--- src/rtl/srt_pkg.sv ---
package srt_pkg;

  typedef enum logic [1:0] {
    SRC_SYS     = 2'd0,
    SRC_SYS_DIV = 2'd1,
    SRC_EXT_DIV = 2'd2,
    SRC_OFF     = 2'd3
  } srcSel_e;

  typedef enum logic [1:0] {
    WR_CNT_LO = 2'd0,
    WR_CNT_HI = 2'd1,
    WR_REL_LO = 2'd2,
    WR_REL_HI = 2'd3
  } wrSel_e;

  // Per-lane strobes from control to datapath; index 0 is the low lane.
  typedef struct packed {
    logic [1:0] wrCnt;
    logic [1:0] wrRel;
    logic [1:0] load;
    logic [1:0] step;
    logic [1:0] setFlag;
    logic       wake;
  } laneStrobe_t;

endpackage

--- src/rtl/srt_prescale.sv ---
module srt_prescale #(
  parameter int SYS_DIV = 12,
  parameter int EXT_DIV = 8
) (
  input  logic       clk,
  input  logic       rstN,
  input  logic       extTick,
  input  logic [1:0] clkSel,
  output logic       tick
);
  import srt_pkg::*;

  localparam int SYS_W = (SYS_DIV > 1) ? $clog2(SYS_DIV) : 1;
  localparam int EXT_W = (EXT_DIV > 1) ? $clog2(EXT_DIV) : 1;

  logic [SYS_W-1:0] sysCnt;
  logic [EXT_W-1:0] extCnt;
  logic sysLast, extLast;

  assign sysLast = (sysCnt == SYS_W'(SYS_DIV - 1));
  assign extLast = (extCnt == EXT_W'(EXT_DIV - 1));

  always_ff @(posedge clk or negedge rstN) begin
    if (!rstN) begin
      sysCnt <= '0;
    end else begin
      sysCnt <= sysLast ? '0 : sysCnt + SYS_W'(1);
    end
  end

  always_ff @(posedge clk or negedge rstN) begin
    if (!rstN) begin
      extCnt <= '0;
    end else if (extTick) begin
      extCnt <= extLast ? '0 : extCnt + EXT_W'(1);
    end
  end

  always_comb begin
    unique case (srcSel_e'(clkSel))
      SRC_SYS:     tick = 1'b1;
      SRC_SYS_DIV: tick = sysLast;
      SRC_EXT_DIV: tick = extTick && extLast;
      default:     tick = 1'b0;
    endcase
  end

endmodule

--- src/rtl/srt_ctrl.sv ---
module srt_ctrl #(
  parameter int HALF_W = 8
) (
  input  logic                  tick,
  input  logic                  splitMode,
  input  logic                  runEn,
  input  logic                  lowIrqEn,
  input  logic                  wrEn,
  input  logic [1:0]            wrSel,
  input  logic [2*HALF_W-1:0]   count,
  input  logic [1:0]            flags,
  output srt_pkg::laneStrobe_t  strobe,
  output logic                  irq
);
  import srt_pkg::*;

  logic [1:0] full;
  logic [1:0] adv;
  logic       adv16, wrap16;

  assign full[0] = &count[HALF_W-1:0];
  assign full[1] = &count[2*HALF_W-1:HALF_W];

  always_comb begin
    strobe = '0;
    adv    = '0;
    adv16  = 1'b0;
    wrap16 = 1'b0;

    if (wrEn) begin
      unique case (wrSel_e'(wrSel))
        WR_CNT_LO: strobe.wrCnt[0] = 1'b1;
        WR_CNT_HI: strobe.wrCnt[1] = 1'b1;
        WR_REL_LO: strobe.wrRel[0] = 1'b1;
        default:   strobe.wrRel[1] = 1'b1;
      endcase
    end

    if (splitMode) begin
      adv[0] = tick && !strobe.wrCnt[0];
      adv[1] = tick && runEn && !strobe.wrCnt[1];
      for (int i = 0; i < 2; i++) begin
        strobe.step[i]    = adv[i] && !full[i];
        strobe.load[i]    = adv[i] && full[i];
        strobe.setFlag[i] = adv[i] && full[i];
      end
      strobe.wake = strobe.setFlag[1] | (strobe.setFlag[0] & lowIrqEn);
    end else begin
      adv16 = tick && runEn && !(|strobe.wrCnt);
      wrap16 = adv16 && full[0] && full[1];
      strobe.step[0]    = adv16 && !wrap16;
      strobe.step[1]    = adv16 && full[0] && !full[1];
      strobe.load       = {wrap16, wrap16};
      strobe.setFlag[1] = wrap16;
      strobe.wake       = wrap16;
    end
  end

  assign irq = flags[1] | (splitMode & lowIrqEn & flags[0]);

endmodule

--- src/rtl/srt_datapath.sv ---
module srt_datapath #(
  parameter int HALF_W = 8
) (
  input  logic                  clk,
  input  logic                  rstN,
  input  srt_pkg::laneStrobe_t  strobe,
  input  logic [HALF_W-1:0]     wrData,
  input  logic [1:0]            flagClr,
  output logic [2*HALF_W-1:0]   count,
  output logic [1:0]            flags,
  output logic                  wakeReq
);
  import srt_pkg::*;

  localparam int LANES = 2;

  for (genvar g = 0; g < LANES; g++) begin : g_lane
    logic [HALF_W-1:0] cntR;
    logic [HALF_W-1:0] relR;
    logic              flagR;

    always_ff @(posedge clk or negedge rstN) begin
      if (!rstN) begin
        cntR <= '0;
      end else if (strobe.wrCnt[g]) begin
        cntR <= wrData;
      end else if (strobe.load[g]) begin
        cntR <= relR;
      end else if (strobe.step[g]) begin
        cntR <= cntR + HALF_W'(1);
      end
    end

    always_ff @(posedge clk or negedge rstN) begin
      if (!rstN) begin
        relR <= '0;
      end else if (strobe.wrRel[g]) begin
        relR <= wrData;
      end
    end

    always_ff @(posedge clk or negedge rstN) begin
      if (!rstN) begin
        flagR <= 1'b0;
      end else begin
        flagR <= strobe.setFlag[g] | (flagR & ~flagClr[g]);
      end
    end

    assign count[g*HALF_W +: HALF_W] = cntR;
    assign flags[g] = flagR;
  end

  always_ff @(posedge clk or negedge rstN) begin
    if (!rstN) begin
      wakeReq <= 1'b0;
    end else begin
      wakeReq <= strobe.wake;
    end
  end

endmodule

--- src/rtl/split_reload_timer.sv ---
module split_reload_timer #(
  parameter int HALF_W  = 8,
  parameter int SYS_DIV = 12,
  parameter int EXT_DIV = 8
) (
  input  logic                clk,
  input  logic                rstN,
  input  logic                extTick,
  input  logic [1:0]          clkSel,
  input  logic                splitMode,
  input  logic                runEn,
  input  logic                lowIrqEn,
  input  logic                wrEn,
  input  logic [1:0]          wrSel,
  input  logic [HALF_W-1:0]   wrData,
  input  logic [1:0]          flagClr,
  output logic [2*HALF_W-1:0] count,
  output logic                ovfLow,
  output logic                ovfHigh,
  output logic                irq,
  output logic                wakeReq
);
  import srt_pkg::*;

  logic        tick;
  logic [1:0]  flags;
  laneStrobe_t strobe;

  srt_prescale #(.SYS_DIV(SYS_DIV), .EXT_DIV(EXT_DIV)) u_prescale (
    .clk     (clk),
    .rstN    (rstN),
    .extTick (extTick),
    .clkSel  (clkSel),
    .tick    (tick)
  );

  srt_ctrl #(.HALF_W(HALF_W)) u_ctrl (
    .tick      (tick),
    .splitMode (splitMode),
    .runEn     (runEn),
    .lowIrqEn  (lowIrqEn),
    .wrEn      (wrEn),
    .wrSel     (wrSel),
    .count     (count),
    .flags     (flags),
    .strobe    (strobe),
    .irq       (irq)
  );

  srt_datapath #(.HALF_W(HALF_W)) u_datapath (
    .clk     (clk),
    .rstN    (rstN),
    .strobe  (strobe),
    .wrData  (wrData),
    .flagClr (flagClr),
    .count   (count),
    .flags   (flags),
    .wakeReq (wakeReq)
  );

  assign ovfLow  = flags[0];
  assign ovfHigh = flags[1];

endmodule

--- config.mk ---
export PLATFORM = sky130hd
export DESIGN_NAME = split_reload_timer
export DESIGN_NICKNAME = d
export VERILOG_FILES = /design/src/rtl/srt_pkg.sv /design/src/rtl/srt_prescale.sv /design/src/rtl/srt_ctrl.sv /design/src/rtl/srt_datapath.sv /design/src/rtl/split_reload_timer.sv
export SDC_FILE = /design/constraint.sdc
export NUM_CORES = 1
export LEC_CHECK = 0
export ABC_AREA = 1
export BUFFER_PORTS_ARGS = -buffer_cell sky130_fd_sc_hd__clkbuf_2
export CORE_ASPECT_RATIO = 1.5
export CORE_MARGIN = 4
export CORE_UTILIZATION = 45
export CTS_CLUSTER_DIAMETER = 150
export DETAILED_ROUTE_END_ITERATION = 16
export PLACE_DENSITY = 0.66
export SLEW_MARGIN = 30
export SYNTH_ARGS = -nofsm -noshare
export SYNTH_HDL_FRONTEND = slang
export SYNTH_SLANG_ARGS = --single-unit
--- constraint.sdc ---
create_clock -name clk -period 1.9 [get_ports clk]
set_input_delay 0.19 -clock clk [delete_from_list [all_inputs] [get_ports clk]]
set_output_delay 0.19 -clock clk [all_outputs]
set_load 0.005 [all_outputs]
==> results of run 1 <==
[per-stage QoR]
stage               instances  worst slack [ps]  setup TNS (ps)
global route              446             -31.7            -121
detailed placement        428              -104            -613
finish                    446              98.3               0
global placement          428             -54.9            -192
CTS                       439              1.89               0
floorplan                 306               157               0
[power by group]
| group | switching [mW] | internal [mW] |
|---|---|---|
| logic | 0.560 | 0.538 |
| clock network | 0.316 | 0.387 |
| registers | 0.142 | 1.10 |
| total | 1.02 | 2.03 |
[cell usage after synthesis]
cell       n
nand3_1   35
a21oi_1    3
clkbuf_1   3
nand3b_4   1
o211ai_1   7
nor2_2     3
a21oi_2    1
xor2_1     5
xnor2_1    6
nor3_1     1
nor2_4     5
a31oi_1    1
ha_1       5
nand3_2    2
nand4_1    1
mux2_2     2
or2_2      1
nor2_8     1
nand2_1   97
nor2_1    19
clkbuf_4   1
nand2_2    2
buf_6      1
o21ai_0   25
dfrtp_1   42
inv_1     33
nand2_4    2
o22ai_1    1
[what timing repair did]
item / 4_1_cts / 5_1_grt
pin swaps: 1 / 10
hold buffers: 1 / 0
resized for setup: 1 / 20
buffers inserted: 2 / 7
setup endpoints to repair: 14 / 18
hold endpoints to repair: 15 / 0
[sequential cells by signal, summed over array words and instances (netlist names)]
signal and cells:
u_datapath.g_lane.cntR 16, u_datapath.g_lane.relR 16, u_prescale.sysCnt 4, u_prescale.extCnt 3, u_datapath.g_lane.flagR 2, u_datapath.wakeReq 1
[cell usage in the layout (no fill, tap or decap), types with 3 or more instances in the layout]
cell type | synthesis | routed
dfrtp_1 | 42 | 42
nand2_4 | 2 | 5
nor2_2 | 3 | 4
xor2_1 | 5 | 5
nor2_1 | 19 | 18
nand2_1 | 97 | 90
clkbuf_2 | 0 | 40
nor2_4 | 5 | 5
o211ai_1 | 7 | 7
nand3_2 | 2 | 5
xnor2_1 | 6 | 6
buf_4 | 0 | 24
ha_1 | 5 | 4
nand2_2 | 2 | 6
clkbuf_8 | 0 | 5
a21oi_1 | 3 | 3
o21ai_0 | 25 | 24
nand3_1 | 35 | 32
inv_1 | 33 | 33
[cell families after synthesis]
kind of cell    after synthesis
mux                           2
compound gates               38
buf+inv                      38
simple gates                170
fa+ha+maj                     5
xor+xnor                     11
flops                        42
[worst paths after layout]
path	depth (start not counted)	startpoint	slack (ps)	to
setup / recovery	13	u_prescale.extCnt[0]$_DFFE_PN0P_	100	u_datapath.g_lane[0].cntR[5]$_DFFE_PN0P_
hold / removal	2	flagClr[1]	60	u_datapath.g_lane[1].flagR$_DFF_PN0_
setup reg to reg	13	u_prescale.extCnt[0]$_DFFE_PN0P_	100	u_datapath.g_lane[0].cntR[5]$_DFFE_PN0P_
hold reg to reg	1	u_prescale.extCnt[0]$_DFFE_PN0P_	480	u_prescale.extCnt[0]$_DFFE_PN0P_
max in group asynchronous	3	rstN	990	u_datapath.g_lane[0].relR[6]$_DFFE_PN0P_
min in group asynchronous	2	rstN	380	u_datapath.g_lane[1].cntR[1]$_DFFE_PN0P_
[metal layers]
| metal | vias up | wire length [um] |
|---|---|---|
| li1 | 1121 | - |
| met1 | 1003 | 2420 |
| met2 | 41 | 3160 |
| met3 | 6 | 203 |
| met4 | 0 | 64 |
| met5 | - | 0 |
[cell type report]
cell class | count | area, um^2 | area share
clock inverter | 3 | 40.0 | 0.0130
tap | 68 | 85.1 | 0.0277
sequential | 42 | 1050 | 0.342
timing repair buffer | 69 | 453 | 0.147
clock buffer | 5 | 68.8 | 0.0224
multi-input combinational | 226 | 1250 | 0.408
inverter | 33 | 124 | 0.0403
==> results.cfg, run 1 <==
[setup_path]
slowest_delay_ps = 400
path_max_fanout = 7
worstSetupPathType = reg2reg
path_buf_inv = 1
worst_ep_arrival_time_ps = 1990
crit_chain = ha_2, ha_1, nand2_1, nand2_1, nand2_2, nand2_4, nand3b_4, nor2_8, nor2_4, buf_12, nor2_2, nand2_1, nand2_1
cpLargestDelayFamily = simple AND/OR/NAND/NOR gates
crit_path_start_kind = flop
slowest_stage = dfrtp_1
end_kind = flop
worst-endpoint-required_ps = 2080
cpMostUsedCell = nand2_1

[global_route]
busiest_layer = met2
met3_usage = 0.0324
globalRouteTotalUtil = 0.190
use_met1 = 0.227
grt_max_degree = 28
antenna_found_initial = 0
grt_pass1_wl_um = 9860
first_global_vias = 2178
overflow = 0
met2_usage = 0.335

[timing]
drv_slew = 0
fmax_mhz = 555
post-route-min-period_ps = 1800
holdWs_ps = 63.6
period_share = 0.948
worstMarginPinSlew_ps = 513
relSlewSlack = 0.657
finClkSkew_ps = 9.20
hold_viol = 0
rsz0062_at_grt = true
setup_viol = 0

[detailed_routing]
num_vias = 2171
drt_iter0_markers = 110
postRouteAntennaNets = 0
wl_per_cell_um = 13.1
vias_per_cell = 4.87
routed_wl_um = 5850
dr.pass1.iters = 4
drc = 0

[floorplanning]
chipHeight_um = 97.4
initial_core_util = 0.464
dieArea_mm2 = 0.00659
die_w_um = 67.6
coreArea_mm2 = 0.00516
io_pins = 41
rows = 32

[synth]
synth_compound_area_frac = 0.0892
ys_types = 28
synth_fa_ha_area_frac = 0.0261
ys_seq_elements = 42
synth-simple-area-share = 0.333
synth_xor_area_frac = 0.0402
synthMuxAreaShare = 0.00939
syn_nets = 332
yosys_warnings = 0
syn_inst = 306
yosysSeqAreaShare = 0.438
syn_area_mm2 = 0.00240
synth_top_area_frac = 0.438
yosysTopAreaCell = dfrtp_1
synthTopCellsByArea = dfrtp_1 44%, nand2_1 15%, nand3_1 7.3%
syn_area_per_cell_um2 = 7.84
synth_top_family_by_area = simple AND/OR/NAND/NOR gates

[cells_and_area]
final_nets = 403
finalInstanceArea_mm2 = 0.00308
finish.utilization = 0.595
area_delta_synth_final_pct = 28.2
n_fill_cell = 480
drive_above_1_share = 0.286
diodes = 0

[pwr]
leakage_nw = 1.67
ir_worst_vdd_uv = 623
p_total_mw = 3.04
p_per_area_mw_per_mm2 = 990

[hold_path]
hold_class = in2reg

[clock_network]
numCtsBuffers = 5
htree_levels = 2
clock_latency_ps = 300
cts_buffer_depth = 2
clock-sinks = 42
clk_pin_slew_ps = 80
cts_tree = done
ctsRootBufferMaster = clkbuf_8

[placed_design]
hpwl_um = 4380
dpl_cell_area_mm2 = 0.00281
place_congestion = 0.771
port_buffers = 40

[run]
maxCapViolCount = 0

[outcome]
outcome = complete, no violations
Note: power is estimated with default switching activity, not from simulation.
==> run 2, diff against run 1 <==
==> constraint.sdc (replaced) <==
create_clock -name clk -period 1.9 [get_ports clk]
set_input_delay 0.38 -clock clk [delete_from_list [all_inputs] [get_ports clk]]
set_output_delay 0.38 -clock clk [all_outputs]
set_load 0.005 [all_outputs]
==> run 2 against run 1 <==
Net effect:
- critical path depth unchanged
- worst hold slack improved by 78 ps
- global-route usage increased by 0.26 points
- combinational power about the same
- maximum frequency increased by 0.50%
- first-iteration DRC count increased by 14%
- critical path type unchanged
- largest cell class unchanged
==> results.cfg, run 2 (same netlist as run 1, synthesis figures left out) <==
[run]
maxCapViolCount = 0

[setup_path]
slowest_stage = dfrtp_1
worst_ep_arrival_time_ps = 1980
end_kind = flop
crit_chain = ha_2, ha_2, nand2_2, nand2_2, nand2_2, nand2_4, nand3b_4, nor2_8, nor2_4, buf_12, nor2_2, nand2_1, nand2_1
crit_path_start_kind = flop
path_max_fanout = 7
worstSetupPathType = reg2reg
slowest_delay_ps = 390
worst-endpoint-required_ps = 2090
cpMostUsedCell = nand2_2

[detailed_routing]
vias_per_cell = 4.92
met3_length_um = 201
routed_wl_um = 5660
drt_iter0_markers = 125
wl_per_cell_um = 12.8
drc = 0
postRouteAntennaNets = 0
dr.pass1.iters = 4
met1_length_um = 2340
wl_met2_um = 3040
top_layer = met4
num_vias = 2175

[placed_design]
hpwl_um = 4240
port_buffers = 40
place_congestion = 0.797
preCtsSetupSlack_ps = -76.7

[timing]
post-route-min-period_ps = 1790
finClkSkew_ps = 8.72
drv_slew = 0
tns_ps = 0
fin_ws_ps = 107
relSlewSlack = 0.636
rsz0062_at_grt = true
hold_viol = 0
worstMarginPinSlew_ps = 547
setup_viol = 0
period_share = 0.944
fmax_mhz = 558

[global_route]
grt_max_degree = 43
antenna_found_initial = 0
grt_pass1_wl_um = 9980
first_global_vias = 2213
globalRouteTotalUtil = 0.193
overflow = 0

[floorplanning]
chipHeight_um = 97.4
die_w_um = 67.6
coreArea_mm2 = 0.00516
io_pins = 41
initial_core_util = 0.464
dieArea_mm2 = 0.00659
rows = 32

[pwr]
p_int_mw = 2.04
pwr-share-comb = 0.361
switchingPower_mw = 1.02
seqPwrFrac = 0.410
clockPowerShare = 0.229
switching_share = 0.334
ir_worst_vdd_uv = 660
p_per_area_mw_per_mm2 = 1010
leakage_nw = 1.66

[clock_network]
htree_levels = 2
cts_buffer_depth = 2
ctsRootBufferMaster = clkbuf_8
clk_pin_slew_ps = 80
clock-sinks = 42
cts_tree = done
clock_latency_ps = 300
numCtsBuffers = 5

[cells_and_area]
diodes = 0
final_nets = 399
final_common_cell = nand2_1
largestRegisters = u_datapath.g_lane.cntR: 16 flops, u_datapath.g_lane.relR: 16 flops, u_prescale.sysCnt: 4 flops
drive_above_1_share = 0.283
area_delta_synth_final_pct = 26.7
finish.utilization = 0.588
layout_common_cells = 89 x nand2_1, 42 x dfrtp_1, 40 x clkbuf_2, 33 x inv_1, 32 x nand3_1

[outcome]
outcome = complete, no violations

[hold_path]
hold_class = in2async
[run 2: changes by cell type in the layout (fill, tap and decap cells not counted), sizes merged]
cell         delta
buf             -4
clkbuf          +2
clkinv          -2
clkinvlp        +1
dlygate4sd3     -1
[run 2: power groups by stage]
stage / Sequential [mW] / Clock [mW] / Combinational, mW
after floorplan: 1.31 / 0 / 0.552
after global placement: 1.26 / 0 / 1.04
after detailed placement: 1.26 / 0 / 1.05
after CTS: 1.25 / 0.726 / 1.08
after global routing: 1.28 / 0.757 / 1.28
final: 1.25 / 0.700 / 1.10
[run 2: area by class of cell]
cell class                 count  area, um^2
fill                         475        2130
clock buffer                   6        72.6
inverter                      33         124
multi-input combinational    226        1250
sequential                    42        1050
timing repair buffer          65         418
clock inverter                 2        37.5
tap                           68        85.1
[run 2: worst paths after layout]
path                                                           from                                  endpoint  slack, ps  cells after the start
setup / recovery                   u_prescale.extCnt[1]$_DFFE_PN0P_  u_datapath.g_lane[0].cntR[5]$_DFFE_PN0P_        110                     13
hold / removal                                                 rstN  u_datapath.g_lane[1].relR[0]$_DFFE_PN0P_        140                      2
setup reg to reg                   u_prescale.extCnt[1]$_DFFE_PN0P_  u_datapath.g_lane[0].cntR[5]$_DFFE_PN0P_        110                     13
hold reg to reg            u_datapath.g_lane[1].relR[1]$_DFFE_PN0P_  u_datapath.g_lane[1].relR[1]$_DFFE_PN0P_        490                      2
max in group asynchronous                                      rstN  u_datapath.g_lane[0].cntR[5]$_DFFE_PN0P_       1370                      2
min in group clk                                         flagClr[1]      u_datapath.g_lane[1].flagR$_DFF_PN0_        250                      2
[run 2: repair_timing]
action / 4_1_cts / 5_1_grt
setup endpoints to repair: 13 / 16
resized for setup: 2 / 16
hold buffers: 0 / 0
setup buffers: 1 / 3
cloned: 0 / 1
endpoints found under the hold margin: 0 / 0
pin swaps: 1 / 7
[run 2: per-layer routing]
metal	global-route usage	vias to the layer above
met2	0.333	34
met4	0.0688	0
met3	0.0382	8
met5	0	-
li1	-	1118
met1	0.229	1015
[run 2: metrics by stage]
stage / hold WS (ps) / area (um^2) / cells / power, mW
global placement: 462 / 2800 / 429 / 2.29
global route: 204 / 3040 / 442 / 3.32
floorplan: 84.4 / 2400 / 306 / 1.86
finish: 141 / 3040 / 442 / 3.06
detailed placement: 474 / 2800 / 429 / 2.31
CTS: 158 / 2940 / 438 / 3.05
[run 2: worst max-delay path: cells and delay by family, from the launching register on]
| family | cells | cell delay (ps) |
|---|---|---|
| fa+ha+maj | 2 | 350 |
| simple gates | 10 | 780 |
| flops | 1 | 390 |
| buf+inv | 1 | 150 |
